**src/rtl/irq_regs_pkg.sv**
```systemverilog
package irq_regs_pkg;
  localparam int unsigned OFS_MASK_DEF = 'h080;
  localparam int unsigned OFS_PEND_DEF = 'h084;
  localparam int unsigned OFS_SRC_DEF  = 'h088;

  typedef enum logic [1:0] {
    SEL_NONE = 2'd0,
    SEL_MASK = 2'd1,
    SEL_PEND = 2'd2,
    SEL_SRC  = 2'd3
  } reg_sel_e;
endpackage

```
**src/rtl/irq_addr_decode.sv**
```systemverilog
module irq_addr_decode
  import irq_regs_pkg::*;
#(
  parameter int unsigned AW       = 12,
  parameter int unsigned OFS_MASK = OFS_MASK_DEF,
  parameter int unsigned OFS_PEND = OFS_PEND_DEF,
  parameter int unsigned OFS_SRC  = OFS_SRC_DEF
) (
  input  logic [AW-1:0] addr,
  output reg_sel_e      sel
);
  localparam logic [AW-1:0] A_MASK = AW'(OFS_MASK);
  localparam logic [AW-1:0] A_PEND = AW'(OFS_PEND);
  localparam logic [AW-1:0] A_SRC  = AW'(OFS_SRC);

  always_comb begin
    if (addr == A_MASK)      sel = SEL_MASK;
    else if (addr == A_PEND) sel = SEL_PEND;
    else if (addr == A_SRC)  sel = SEL_SRC;
    else                     sel = SEL_NONE;
  end
endmodule

```
**src/rtl/irq_src_bank.sv**
```systemverilog
module irq_src_bank #(
  parameter int unsigned N_EVT = 2
) (
  input  logic             clk,
  input  logic             rst,
  input  logic [N_EVT-1:0] set_i,
  input  logic [N_EVT-1:0] clr_i,
  output logic [N_EVT-1:0] src_q,
  output logic [N_EVT-1:0] src_nxt
);
  for (genvar b = 0; b < N_EVT; b++) begin : g_bit
    // a new event outranks an acknowledge in the same cycle
    assign src_nxt[b] = set_i[b] | (src_q[b] & ~clr_i[b]);

    always_ff @(posedge clk) begin
      if (rst) src_q[b] <= 1'b0;
      else     src_q[b] <= src_nxt[b];
    end
  end
endmodule

```
**src/rtl/irq_mask_bank.sv**
```systemverilog
module irq_mask_bank #(
  parameter int unsigned N_EVT = 2
) (
  input  logic             clk,
  input  logic             rst,
  input  logic             wr_en,
  input  logic [N_EVT-1:0] wr_val,
  output logic [N_EVT-1:0] mask_q,
  output logic [N_EVT-1:0] mask_nxt
);
  assign mask_nxt = wr_en ? wr_val : mask_q;

  always_ff @(posedge clk) begin
    if (rst) mask_q <= '1;
    else     mask_q <= mask_nxt;
  end
endmodule

```
**src/rtl/irq_rd_port.sv**
```systemverilog
module irq_rd_port
  import irq_regs_pkg::*;
#(
  parameter int unsigned N_EVT = 2,
  parameter int unsigned DW    = 32
) (
  input  logic             clk,
  input  logic             rst,
  input  reg_sel_e         sel,
  input  logic [N_EVT-1:0] mask_q,
  input  logic [N_EVT-1:0] pend,
  input  logic [N_EVT-1:0] src_q,
  output logic [DW-1:0]    rdata
);
  localparam int unsigned PAD = DW - N_EVT;

  logic [N_EVT-1:0] pick;

  always_comb begin
    unique case (sel)
      SEL_MASK: pick = mask_q;
      SEL_PEND: pick = pend;
      SEL_SRC:  pick = src_q;
      default:  pick = '0;
    endcase
  end

  always_ff @(posedge clk) begin
    if (rst) rdata <= '0;
    else     rdata <= {{PAD{1'b0}}, pick};
  end
endmodule

```
**src/rtl/irq_regs.sv**
```systemverilog
module irq_regs
  import irq_regs_pkg::*;
#(
  parameter int unsigned N_EVT    = 2,
  parameter int unsigned DW       = 32,
  parameter int unsigned AW       = 12,
  parameter int unsigned OFS_MASK = OFS_MASK_DEF,
  parameter int unsigned OFS_PEND = OFS_PEND_DEF,
  parameter int unsigned OFS_SRC  = OFS_SRC_DEF
) (
  input  logic             clk,
  input  logic             rst,
  input  logic [N_EVT-1:0] evt_in,
  input  logic [AW-1:0]    reg_addr,
  input  logic [DW-1:0]    reg_wdata,
  input  logic             reg_we,
  output logic [DW-1:0]    reg_rdata,
  output logic             irq
);
  reg_sel_e         sel;
  logic [N_EVT-1:0] src_q, src_nxt, mask_q, mask_nxt, pend, w1c;
  logic             mask_wr;

  irq_addr_decode #(
    .AW(AW), .OFS_MASK(OFS_MASK), .OFS_PEND(OFS_PEND), .OFS_SRC(OFS_SRC)
  ) u_dec (
    .addr (reg_addr),
    .sel  (sel)
  );

  assign mask_wr = reg_we && (sel == SEL_MASK);
  assign w1c     = (reg_we && (sel == SEL_SRC || sel == SEL_PEND))
                   ? reg_wdata[N_EVT-1:0] : '0;

  irq_src_bank #(.N_EVT(N_EVT)) u_src (
    .clk     (clk),
    .rst     (rst),
    .set_i   (evt_in),
    .clr_i   (w1c),
    .src_q   (src_q),
    .src_nxt (src_nxt)
  );

  irq_mask_bank #(.N_EVT(N_EVT)) u_mask (
    .clk      (clk),
    .rst      (rst),
    .wr_en    (mask_wr),
    .wr_val   (reg_wdata[N_EVT-1:0]),
    .mask_q   (mask_q),
    .mask_nxt (mask_nxt)
  );

  assign pend = src_q & ~mask_q;

  irq_rd_port #(.N_EVT(N_EVT), .DW(DW)) u_rd (
    .clk    (clk),
    .rst    (rst),
    .sel    (sel),
    .mask_q (mask_q),
    .pend   (pend),
    .src_q  (src_q),
    .rdata  (reg_rdata)
  );

  // irq follows the state that the same edge loads
  always_ff @(posedge clk) begin
    if (rst) irq <= 1'b0;
    else     irq <= |(src_nxt & ~mask_nxt);
  end
endmodule

```
**config.mk**
```make
export PLATFORM = sky130hd
export DESIGN_NAME = irq_regs
export DESIGN_NICKNAME = d
export VERILOG_FILES = /design/src/rtl/irq_regs_pkg.sv /design/src/rtl/irq_addr_decode.sv /design/src/rtl/irq_src_bank.sv /design/src/rtl/irq_mask_bank.sv /design/src/rtl/irq_rd_port.sv /design/src/rtl/irq_regs.sv
export SDC_FILE = /design/constraint.sdc
export NUM_CORES = 1
export LEC_CHECK = 0
export ABC_AREA = 1
export BUFFER_PORTS_ARGS = -buffer_cell sky130_fd_sc_hd__buf_2
export CORE_MARGIN = 2
export CORE_UTILIZATION = 33
export DETAILED_ROUTE_END_ITERATION = 12
export GPL_ROUTABILITY_DRIVEN = 0
export GPL_TIMING_DRIVEN = 0
export HOLD_SLACK_MARGIN = 0.1
export PLACE_DENSITY = 0.91
export SYNTH_ARGS = -nofsm -noshare
export SYNTH_HDL_FRONTEND = slang
export SYNTH_SLANG_ARGS = --single-unit
```
**constraint.sdc**
```tcl
create_clock -name clk -period 1.4 [get_ports clk]
set_input_delay 0.28 -clock clk [delete_from_list [all_inputs] [get_ports clk]]
set_output_delay 0.28 -clock clk [all_outputs]
set_load 0.03 [all_outputs]
```
-- Word level (Yosys, flattened, before mapping)
Cells that the tools add are included.
- equality and inequality tests: 6
- mux-type cells: 6
- bitwise operators: 10
- reduce and logical (&&, ||, !) cells: 4
- operators by type and width (kind ; count):
    == test 12 x 8 -> 1 bit, second input constant ; 3
    2-to-1 mux 2 bit ; 5
    one-hot mux 2 bit (3 select lines) ; 1
    AND 2 bit ; 2
    == test 2 bit, second input constant ; 2
    NOT 2 bit ; 2
    AND 1 bit ; 2
    == test 2 x 1 -> 1 bit, second input constant ; 1
    logical AND 1 bit ; 2
    NOT 1 bit ; 2
    bitwise OR 1 bit ; 2
    OR reduction 2 bit ; 1
    logical OR 1 bit ; 1
- register bits after elaboration: 37
- input bits: 49
- output and inout port bits: 33
- logic and storage cells: 32

-- Logic depth before layout (Yosys ltp)
- depth after elaboration: 13
- depth in mapped cells: 10
- mapped depth without buffers: 10

-- Modules after synthesis
From an unflattened synthesis, not the netlist that was laid out.
- cell total of the unflattened synthesis: 108
- area, all modules: 665.6 um^2
- modules (own cells, without submodules) (module ; times used ; cells an instance ; area an instance (um^2) ; seq. area each (um^2)):
    irq_rd_port ; 1 ; 48 ; 335.3 ; 40.0
    irq_addr_decode ; 1 ; 22 ; 86.3 ; 0.0
    irq_mask_bank ; 1 ; 12 ; 85.1 ; 40.0
    irq_src_bank ; 1 ; 12 ; 80.1 ; 40.0
    irq_regs ; 1 ; 14 ; 78.8 ; 20.0

-- Worst setup path after synthesis
Ideal clock, no wire load.
- path type: input port to flip-flop
- start: input reg_addr[9]
- end: register irq
- library setup time: 0.113 ns
- data arrival time: 0.935 ns
- required time: 1.287 ns
- setup slack: 0.352 ns
- stages on the path: 8
- buffers on the path: 0
- cells stage by stage: nor2_1 -> nand2_1 -> nor2_4 -> nand4_1 -> nand3_2 -> inv_1 -> nand2_1 -> nand2_1
- cells in the longest elaborated chain, start to end: 13
- elaborated cells between the ends (all ways): 23
- those cells by class: eq/ne (6); mux (5); bitwise (8); reduce/logical (4)
- ends and longest elaborated chain (what ; line ; RTL):
    start, declared ; irq_regs.sv:14 ; input logic [AW-1:0] reg_addr,
    == test 12 x 8 -> 1 bit ; irq_addr_decode.sv:19 ; else if (addr == A_SRC) sel = SEL_SRC;
    2-to-1 mux 2 bit ; irq_addr_decode.sv:19 ;
    2-to-1 mux 2 bit ; irq_addr_decode.sv:18 ; else if (addr == A_PEND) sel = SEL_PEND;
    2-to-1 mux 2 bit * ; irq_addr_decode.sv:17 ; if (addr == A_MASK) sel = SEL_MASK;
    == test 2 bit ; irq_regs.sv:32 ; assign w1c = (reg_we && (sel == SEL_SRC || sel == SEL_PEND))
    logical OR 1 bit ; irq_regs.sv:32 ;
    logical AND 1 bit ; irq_regs.sv:32 ;
    2-to-1 mux 2 bit ; irq_regs.sv:33 ; ? reg_wdata[N_EVT-1:0] : '0;
    NOT 1 bit ; irq_src_bank.sv:13 ; assign src_nxt[b] = set_i[b] | (src_q[b] & ~clr_i[b]);
    AND 1 bit ; irq_src_bank.sv:13 ;
    bitwise OR 1 bit ; irq_src_bank.sv:13 ;
    AND 2 bit * ; irq_regs.sv:68 ; else irq <= |(src_nxt & ~mask_nxt);
    OR reduction 2 bit * ; irq_regs.sv:68 ;
    end signal, assigned ; irq_regs.sv:68 ;
    end, declared ; irq_regs.sv:18 ; output logic irq
Mark *: on every way between the ends. The rest lies on a longest branch, timed or not.
A chain may end at the register's enable or synchronous reset.

-- Worst setup path in the final report
- start: register irq
- end: output irq
No word-level cell between the ends.

==> summary.txt <==
Run status
  – Run status: complete, no violations

Floorplan
  – Initial Util: 35.96%
  – I/O Pins: 82
  – Die area: 2289 sq um
  – Height of the die: 47.85 um
  – Rows: 15
  – Core Box Area: 1764 sq um
  – Die Width: 47.85 um

Drt
  – Post-DRT Antenna Nets: 0
  – Routed WL per cell: 7.158 um
  – DRT iter0 DRCs: 10
  – First-pass iteration count of the detailed router: 5
  – Routed Wire Length: 1.224 mm
  – Detailed-route via count: 626
  – Vias per cell: 3.661
  – Drc violations: 0

Layout
  – Fill cell total of the finished layout: 179
  – Multi-input gate area: 344.1 sq um
  – Final Util: 51.35%
  – Layout overhead on the synthesized area: 42.80%
  – Reg area: 140.1 sq um
  – Total Nets Final: 196
  – Ratio of cells with drive above 1 in the final layout: 41.78%
  – Ant. Diodes: 0

Clocking
  – Post_cts resized: 0
  – Num CTS Buffers: 3
  – CTS tree: yes
  – CTS clk-pin slew, worst paths: 60 ps
  – Clk_lat worst skew: 250 ps
  – Cts hold-fix bufs: 0
  – H-tree levels: 1
  – Sinks on Clock Net: 7
  – Setup bufs post-CTS: 0
  – Clock buffer depth: 2
  – Clk root buf: clkbuf_4

Global routing
  – Global-route wire length before repair: 1.745 mm
  – Largest net degree at the start of global routing: 10
  – All-Layer GR Usage: 11.20%
  – Number of global-route vias before repair: 479
  – Initial antenna violation count: 0
  – GR Overflow Total: 0

Critical path
  – Cell breakdown of the critical path: buf_2
  – Worst path max stage delay: 300 ps
  – CP top delay family: flip-flops
  – Critical Path RT: 1120 ps
  – Critical-path cell with the highest stage delay: dfxtp_1
  – CP bufs+invs: 1
  – Crit path max fanout: 1
  – CP startpoint kind: flop
  – WS Path Type: reg -> out
  – Crit path DAT: 740 ps
  – CP endpoint kind: primary output

Power
  – VDD IR max: 0.3216 mV
  – Leakage: 0.5785 nW
  – Cell Pwr Density: 690.8 nW/um^2
  – PnR Total Power: 0.6257 mW

Synthesis
  – Warnings from Yosys: 0
  – Seq/Total Area, Yosys: 22.09%
  – Synthesized cell area: 634.4 sq um
  – Syn avg cell area: 6.895 sq um
  – Post-synthesis register bit count: 7
  – Synth unique cells: 14
  – Mapped Cells: 92

Place
  – Pre-CTS setup slack: 129.0 ps
  – # port buffers: 21
  – Dpl hpwl: 1.066 mm

Flow run
  – Total of max-cap violations: 0

STA
  – Final Cycle Share: 72.91%
  – Fin Setup TNS: 0 ps
  – Final worst path period need: 1021 ps
  – Final setup margin: 379.2 ps
  – Final setup fails: 0
  – FMAX: 979.7 MHz
  – Max Slew Vio Count: 0
  – Worst Clk Skew: 2.489 ps
  – RSZ-0062 raised after global routing: no
  – Final hold viol count: 0
  – Worst hold slack: 253.6 ps

Min path
  – Hold WC Path Type: in -> reg
cell type report:
cell class              instances  area share (%)
plain buffers                  30           24.86
clock buffers                   4           2.901
inverters                       9           3.729
multi-input cells              75           37.98
flip-flops and latches          7           15.47
well taps                      25           3.453
repair buffers                 21           11.60
power by group:
group	switching, mW	internal [mW]	total, mW
clock	0.0790	0.109	0.188
combinational	0.148	0.0838	0.232
sequential	0.00213	0.203	0.206
per-layer routing:
layer	share of wire [%]	vias to the layer above	global-route usage, %
met5	0	-	0
met4	1.6	0	4.865
met3	15	4	4.528
met2	53	50	22.40
met1	30	240	9.375
li1	-	332	-
layout by cell type (no fill, tap or decap):
cell / instances
nor2_1: 7
nor2_4: 3
and2_2: 1
nand2_1: 18
clkbuf_4: 3
nand2_2: 1
inv_1: 9
nand3_2: 2
conb_1: 30
nand4_1: 4
buf_4: 30
a21oi_1: 3
buf_2: 21
dfxtp_1: 7
o21ai_0: 1
clkbuf_1: 1
nand3_1: 5
flip-flops by register name, indices dropped and copies added (netlist names):
signal,cells
u_mask.mask_q,2
u_src.src_q,2
u_rd.rdata,2
irq,1
metrics by stage:
stage	cells	instance area (sq um)
floorplan	121	743.2
global placement	167	879.6
detailed placement	167	879.6
CTS	171	905.9
global route	171	905.9
finish	171	905.9
logic make-up (layout without fill, tap and decap cells):
group	count (synthesis)	in the layout	share of synthesized area (%)
other cells	1	30	0.5911
compound gates	4	4	3.154
simple gates	41	41	33.33
flops	7	7	22.09
buf+inv	39	64	40.83
synth_stat cells:
cell type / count / area [sq um]
nand3_2: 2 / 20.02
and2_2: 1 / 7.510
nor2_4: 3 / 33.78
nand2_1: 18 / 67.56
buf_4: 30 / 225.2
nand3_1: 5 / 25.02
nand4_1: 4 / 25.02
nand2_2: 1 / 6.260
conb_1: 1 / 3.750
o21ai_0: 1 / 5.000
a21oi_1: 3 / 15.01
dfxtp_1: 7 / 140.1
nor2_1: 7 / 26.28
inv_1: 9 / 33.78
worst paths after layout:
path / start / to / slack (ps) / cells past startpoint
worst max register to register: u_mask.mask_q[1] / irq / 620 / 5
worst max-delay path: irq / irq / 380 / 1
worst min register to register: u_src.src_q[0] / u_rd.rdata[0] / 490 / 2
worst min-delay path: rst / u_src.src_q[0] / 250 / 2
(Power assumes the default switching activity.)
